--- config.mk ---
export PLATFORM = sky130hd
export DESIGN_NAME = dac_pair_loader
export DESIGN_NICKNAME = d
export VERILOG_FILES = /design/src/rtl/dacl_pkg.sv /design/src/rtl/dacl_ctrl.sv /design/src/rtl/dacl_data.sv /design/src/rtl/dac_pair_loader.sv
export SDC_FILE = /design/constraint.sdc
export NUM_CORES = 1
export LEC_CHECK = 0
export ABC_AREA = 0
export BUFFER_PORTS_ARGS = -buffer_cell sky130_fd_sc_hd__clkbuf_2
export CAP_MARGIN = 10
export CORE_ASPECT_RATIO = 1.25
export CORE_MARGIN = 3
export CORE_UTILIZATION = 30
export CTS_CLUSTER_DIAMETER = 80
export CTS_CLUSTER_SIZE = 24
export DETAILED_ROUTE_END_ITERATION = 6
export SYNTH_ARGS = -nofsm -noshare
export SYNTH_HDL_FRONTEND = slang
export SYNTH_HIERARCHICAL = 1
export SYNTH_SLANG_ARGS = --single-unit
--- constraint.sdc ---
create_clock -name clk -period 6.1 [get_ports clk]
set_clock_uncertainty 0.1 [all_clocks]
set_input_delay 1.22 -clock clk [delete_from_list [all_inputs] [get_ports clk]]
set_output_delay 1.22 -clock clk [all_outputs]
set_load 0.01 [all_outputs]
--- src/rtl/dacl_pkg.sv ---
package dacl_pkg;
  localparam int DACL_CH = 2;

  typedef struct packed {
    logic [DACL_CH-1:0] loLoad;
    logic [DACL_CH-1:0] hiLoad;
    logic [DACL_CH-1:0] wordLoad;
    logic [DACL_CH-1:0] commit;
    logic [DACL_CH-1:0] rdHold;
    logic               rdRange;
    logic               rdAcc;
    logic               rangeLoad;
  } dacStrobe_t;
endpackage

--- src/rtl/dacl_ctrl.sv ---
module dacl_ctrl
  import dacl_pkg::*;
#(
  parameter int ADDR_W     = 4,
  parameter int DAC_BASE   = 4,
  parameter int RANGE_ADDR = 10
) (
  input  logic              wrEn,
  input  logic              wrWord,
  input  logic              rdEn,
  input  logic [ADDR_W-1:0] addr,
  input  logic              xferMode,
  output dacStrobe_t        strb
);
  localparam logic [ADDR_W-1:0] DAC_LO = ADDR_W'(DAC_BASE);
  localparam logic [ADDR_W-1:0] DAC_HI = ADDR_W'(DAC_BASE + 2*DACL_CH - 1);
  localparam logic [ADDR_W-1:0] RNG_A  = ADDR_W'(RANGE_ADDR);

  logic wrAcc, rdAcc, inDac;

  assign wrAcc = wrEn;
  assign rdAcc = rdEn && !wrEn;
  assign inDac = (addr >= DAC_LO) && (addr <= DAC_HI);

  always_comb begin
    strb = '0;
    strb.rdAcc     = rdAcc;
    strb.rangeLoad = wrAcc && (addr == RNG_A);
    strb.rdRange   = rdAcc && (addr == RNG_A);
    for (int ch = 0; ch < DACL_CH; ch++) begin
      if (wrAcc && addr == ADDR_W'(DAC_BASE + 2*ch)) begin
        if (wrWord) strb.wordLoad[ch] = 1'b1;
        else        strb.loLoad[ch]   = 1'b1;
      end
      if (wrAcc && !wrWord && addr == ADDR_W'(DAC_BASE + 2*ch + 1))
        strb.hiLoad[ch] = 1'b1;
      strb.rdHold[ch] = rdAcc && (addr == ADDR_W'(DAC_BASE + 2*ch) ||
                                  addr == ADDR_W'(DAC_BASE + 2*ch + 1));
      strb.commit[ch] = xferMode ? (rdAcc && inDac)
                                 : (strb.hiLoad[ch] || strb.wordLoad[ch]);
    end
  end
endmodule

--- src/rtl/dacl_data.sv ---
module dacl_data
  import dacl_pkg::*;
#(
  parameter int DATA_W = 16
) (
  input  logic                      clk,
  input  logic                      rstN,
  input  dacStrobe_t                strb,
  input  logic [15:0]               wrData,
  output logic [15:0]               rdData,
  output logic [DACL_CH*DATA_W-1:0] dacOut,
  output logic [2*DACL_CH-1:0]      rangeOut
);
  localparam int          IGN_W     = 16 - DATA_W;
  localparam logic [15:0] HOLD_MASK = ~16'((32'd1 << IGN_W) - 32'd1);

  logic [15:0]       hold     [DACL_CH];
  logic [15:0]       nextHold [DACL_CH];
  logic [DATA_W-1:0] outReg   [DACL_CH];
  logic [2*DACL_CH-1:0] rangeReg;
  logic [15:0]       rdNext;

  always_comb begin
    for (int ch = 0; ch < DACL_CH; ch++) begin
      nextHold[ch] = hold[ch];
      if (strb.wordLoad[ch])    nextHold[ch] = wrData;
      else if (strb.loLoad[ch]) nextHold[ch] = {hold[ch][15:8], wrData[7:0]};
      else if (strb.hiLoad[ch]) nextHold[ch] = {wrData[7:0], hold[ch][7:0]};
      nextHold[ch] = nextHold[ch] & HOLD_MASK;
    end
  end

  always_comb begin
    rdNext = '0;
    for (int ch = 0; ch < DACL_CH; ch++)
      if (strb.rdHold[ch]) rdNext = hold[ch];
    if (strb.rdRange) rdNext = {8'h00, rangeReg, 4'h0};
  end

  for (genvar ch = 0; ch < DACL_CH; ch++) begin : g_chan
    always_ff @(posedge clk) begin
      if (!rstN) begin
        hold[ch]   <= '0;
        outReg[ch] <= '0;
      end else begin
        hold[ch] <= nextHold[ch];
        if (strb.commit[ch]) outReg[ch] <= nextHold[ch][15 -: DATA_W];
      end
    end
    assign dacOut[ch*DATA_W +: DATA_W] = outReg[ch];

    AST_LO_KEEP: assert property (@(posedge clk) disable iff (!rstN)
      strb.loLoad[ch] |=> $stable(outReg[ch]));
    AST_COMMIT_MATCH: assert property (@(posedge clk) disable iff (!rstN)
      strb.commit[ch] |=> outReg[ch] == hold[ch][15 -: DATA_W]);
  end

  always_ff @(posedge clk) begin
    if (!rstN) begin
      rangeReg <= 4'b1010;
      rdData   <= '0;
    end else begin
      if (strb.rangeLoad) rangeReg <= wrData[7:4];
      if (strb.rdAcc)     rdData   <= rdNext;
    end
  end
  assign rangeOut = rangeReg;

  AST_RANGE_KEEP: assert property (@(posedge clk) disable iff (!rstN)
    !strb.rangeLoad |=> $stable(rangeReg));
endmodule

--- src/rtl/dac_pair_loader.sv ---
module dac_pair_loader
  import dacl_pkg::*;
#(
  parameter int DATA_W     = 16,
  parameter int ADDR_W     = 4,
  parameter int DAC_BASE   = 4,
  parameter int RANGE_ADDR = 10
) (
  input  logic                      clk,
  input  logic                      rstN,
  input  logic                      xferMode,
  input  logic                      wrEn,
  input  logic                      wrWord,
  input  logic                      rdEn,
  input  logic [ADDR_W-1:0]         addr,
  input  logic [15:0]               wrData,
  output logic [15:0]               rdData,
  output logic [DACL_CH*DATA_W-1:0] dacOut,
  output logic [2*DACL_CH-1:0]      rangeOut
);
  dacStrobe_t strb;

  dacl_ctrl #(
    .ADDR_W(ADDR_W), .DAC_BASE(DAC_BASE), .RANGE_ADDR(RANGE_ADDR)
  ) u_ctrl (
    .wrEn(wrEn), .wrWord(wrWord), .rdEn(rdEn), .addr(addr),
    .xferMode(xferMode), .strb(strb)
  );

  dacl_data #(.DATA_W(DATA_W)) u_data (
    .clk(clk), .rstN(rstN), .strb(strb), .wrData(wrData),
    .rdData(rdData), .dacOut(dacOut), .rangeOut(rangeOut)
  );

  AST_XFER_WR_HOLD: assert property (@(posedge clk) disable iff (!rstN)
    (xferMode && wrEn) |=> $stable(dacOut));
  AST_INDIV_RD_HOLD: assert property (@(posedge clk) disable iff (!rstN)
    (!xferMode && !wrEn) |=> $stable(dacOut));
  AST_COLLIDE_RD: assert property (@(posedge clk) disable iff (!rstN)
    (wrEn && rdEn) |=> $stable(rdData));
endmodule

==> impl_metrics.env <==
export IMPL_wl_um=10200
export IMPL_clk_pin_slew_worst_paths_ns=0.06
export IMPL_tightest_slew_ns=1.10
export IMPL_synth_avg_cell_area_um2=11.6
export IMPL_critPathCaptureType="register"
export IMPL_r2r_slack_ns=5.02
export IMPL_cts_tree="built"
export IMPL_crit_fanout=35
export IMPL_fin_crit_ns=3.63
export IMPL_timing_slew_headroom_pct=26.9
export IMPL_gp_congestion=0.767
export IMPL_synthCells=338
export IMPL_io_pins=78
export IMPL_first_pass_iters=4
export IMPL_criticalPathCategory="in2reg"
export IMPL_met2_usage_pct=25.5
export IMPL_grt_pass1_vias=2861
export IMPL_hold_viol=0
export IMPL_grt_util_met3_pct=3.93
export IMPL_cts_setup_buffers=0
export IMPL_critical_path_arrival_ns=3.48
export IMPL_ctsHoldBuffers=0
export IMPL_finalNetCount=434
export IMPL_gr_usage_met1_pct=16.6
export IMPL_root_buffer="clkbuf_16"
export IMPL_grt_pass1_wl_um=15600
export IMPL_antenna_found_initial=0
export IMPL_report_final_slew_viol_count=0
export IMPL_cp_start_kind="input port"
export IMPL_final_cell_mix="77 x clkbuf_2, 52 x dfxtp_1, 46 x nor2_1, 32 x edfxtp_1, 24 x a211oi_2"
export IMPL_clk_latency_ns=0.34
export IMPL_fp_dieW_um=108
export IMPL_start_util_pct=30.8
export IMPL_crit_required_ns=5.96
export IMPL_fin_util_pct=36.5
export IMPL_r2r_end="u_data/outReg[0][14]$_SDFFCE_PN0P_"
export IMPL_cts_buffer_depth=2
export IMPL_coreArea_um2=12700
export IMPL_grt_max_degree=50
export IMPL_routedWlPerCell_um=17.6
export IMPL_yosysTopAreaCellShare_pct=26.6
export IMPL_setup_tns_final_ns=0
export IMPL_yosysWarnings=6
export IMPL_max_cap_viol_count=0
export IMPL_synth_area_leader_cell="dfxtp_1"
export IMPL_layoutNonFillerInstCount=581
export IMPL_viasPerCell=4.81
export IMPL_reg2reg_from="u_data/hold[0][14]$_SDFF_PN0_"
export IMPL_hpwlAfterDp_um=7550
export IMPL_max_freq_mhz=276
export IMPL_vdd_ir_drop_max_uv=106
export IMPL_drt_initial_drc_count=132
export IMPL_setup_viol=0
export IMPL_min_path_cells=2
export IMPL_layout_commonest_cell="clkbuf_2"
export IMPL_synthesis_area_um2=3910
export IMPL_powerDensity_nw_per_um2=256
export IMPL_cts_buffers=9
export IMPL_hold_class="reg2reg"
export IMPL_cts_resized=0
export IMPL_fillers=1259
export IMPL_fin_crit_sh_pct=59.5
export IMPL_grtUsageTotal_pct=14.3
export IMPL_drive_above_1_share_pct=34.4
export IMPL_p_leak_uw=0.00179
export IMPL_synthTopCellsByArea="dfxtp_1 27%, edfxtp_1 25%, a211oi_2 7.7%"
export IMPL_dieArea_um2=14500
export IMPL_portBuffers=77
export IMPL_drc=0
export IMPL_htreeDepth=3
export IMPL_die_h_um=134
export IMPL_final_antenna_net_count=0
export IMPL_syn_to_final_growth_pct=18.7
export IMPL_place_inst=565
export IMPL_seq_area_frac_synth_pct=51.2
export IMPL_rsz0062_at_grt="false"
export IMPL_worstHoldStart="u_data/rdData[1]$_SDFFE_PN0P_"
export IMPL_yosysUniqueCellTypes=38
export IMPL_busiest_layer="met2"
export IMPL_cts_sinks=84
export IMPL_syn_nets=364
export IMPL_antenna_cells=0
export IMPL_ys_ff_latch=84
export IMPL_rows=46
export IMPL_num_vias=2794
export IMPL_grt_overflow_total=0
export IMPL_status="complete, no violations"
export IMPL_r2r_cells=2
export IMPL_min_to="u_data/rdData[1]$_SDFFE_PN0P_"
==> power breakdown <==
part | leakage [uW] | switching, uW | internal, uW
combinational | 0.000916 | 57.0 | 34.9
sequential | 0.000755 | 8.30 | 599
clock | 0.000123 | 215 | 276
total | 0.00179 | 280 | 910
==> worst max-delay path by stage <==
stage | from | end | slack [ns] | cells after the start
2_1_floorplan | addr[0] | u_data/outReg[0][0]$_SDFFCE_PN0P_ | 3.09 | 5
3_3_place_gp | wrEn | u_data/outReg[0][14]$_SDFFCE_PN0P_ | 2.21 | 6
3_5_place_dp | wrEn | u_data/outReg[0][14]$_SDFFCE_PN0P_ | 2.12 | 6
4_1_cts | wrEn | u_data/outReg[0][14]$_SDFFCE_PN0P_ | 2.46 | 6
5_1_grt | wrEn | u_data/outReg[0][10]$_SDFFCE_PN0P_ | 2.23 | 6
6_report | wrEn | u_data/outReg[0][9]$_SDFFCE_PN0P_ | 2.47 | 6
==> final cells by class <==
| class | instances | area [um2] | share of cell area [%] |
|---|---|---|---|
| Sequential cell | 84 | 2000 | 43.1 |
| Clock inverter | 4 | 26.3 | 0.565 |
| Clock buffer | 12 | 236 | 5.09 |
| Tap cell | 168 | 210 | 4.52 |
| Multi-Input combinational cell | 227 | 1730 | 37.2 |
| Timing Repair Buffer | 83 | 430 | 9.26 |
| Inverter | 3 | 11.3 | 0.242 |
==> flip-flops by register name, summed over array words and instances (netlist names) <==
name	count
u_data/hold	32
u_data/rdData	16
u_data/outReg	32
u_data/rangeOut	4
==> critical path, stage by stage <==
cell and delay, ns:
clkbuf_2 0.13, nand2b_1 0.18, inv_1 0.80, nand2_1 0.17
a21oi_1 0.19, nand2b_1 0.77
==> per-stage QoR <==
stage          instance area [um2]  total power (uW)  setup WS (ns)  hold slack, ns
2_1_floorplan                 3910               673           3.09           0.404
3_3_place_gp                  4380               712           2.21           0.379
3_5_place_dp                  4380               713           2.12           0.399
4_1_cts                       4650              1200           2.46           0.412
6_report                      4650              1190           2.47           0.402
5_1_grt                       4650              1230           2.23           0.437
==> Yosys cell counts (all sizes together) <==
cell type / number
a211oi: 28
a21oi: 2
a221oi: 4
a22oi: 12
and2b: 1
and3b: 16
and4b: 2
buf: 15
clkbuf: 9
dfxtp: 52
edfxtp: 32
inv: 3
mux2i: 20
nand2: 9
nand2b: 11
nand3: 4
nand3b: 6
nor2: 48
nor2b: 19
nor3: 20
nor3b: 16
nor4: 2
o21ai: 4
or3: 1
or4b: 1
xnor2: 1
==> cell families (layout without fill, tap and decap cells) <==
logic type,after synthesis,after routing,synth area share (%)
AOI/OAI and AO/OA,50,50,14.3
xor gates and xnor gates,1,1,0.224
buffers and inverters,27,102,4.92
DFF,84,84,51.2
muxes,20,20,5.12
and+or+nand+nor,156,156,24.3
==> routing by layer <==
layer / share of wire, % / up-vias
li1: - / 1367
met3: 4.7 / 9
met4: 1.6 / 0
met1: 41 / 1354
met5: 0 / -
met2: 53 / 64
(Power assumes the default switching activity.)
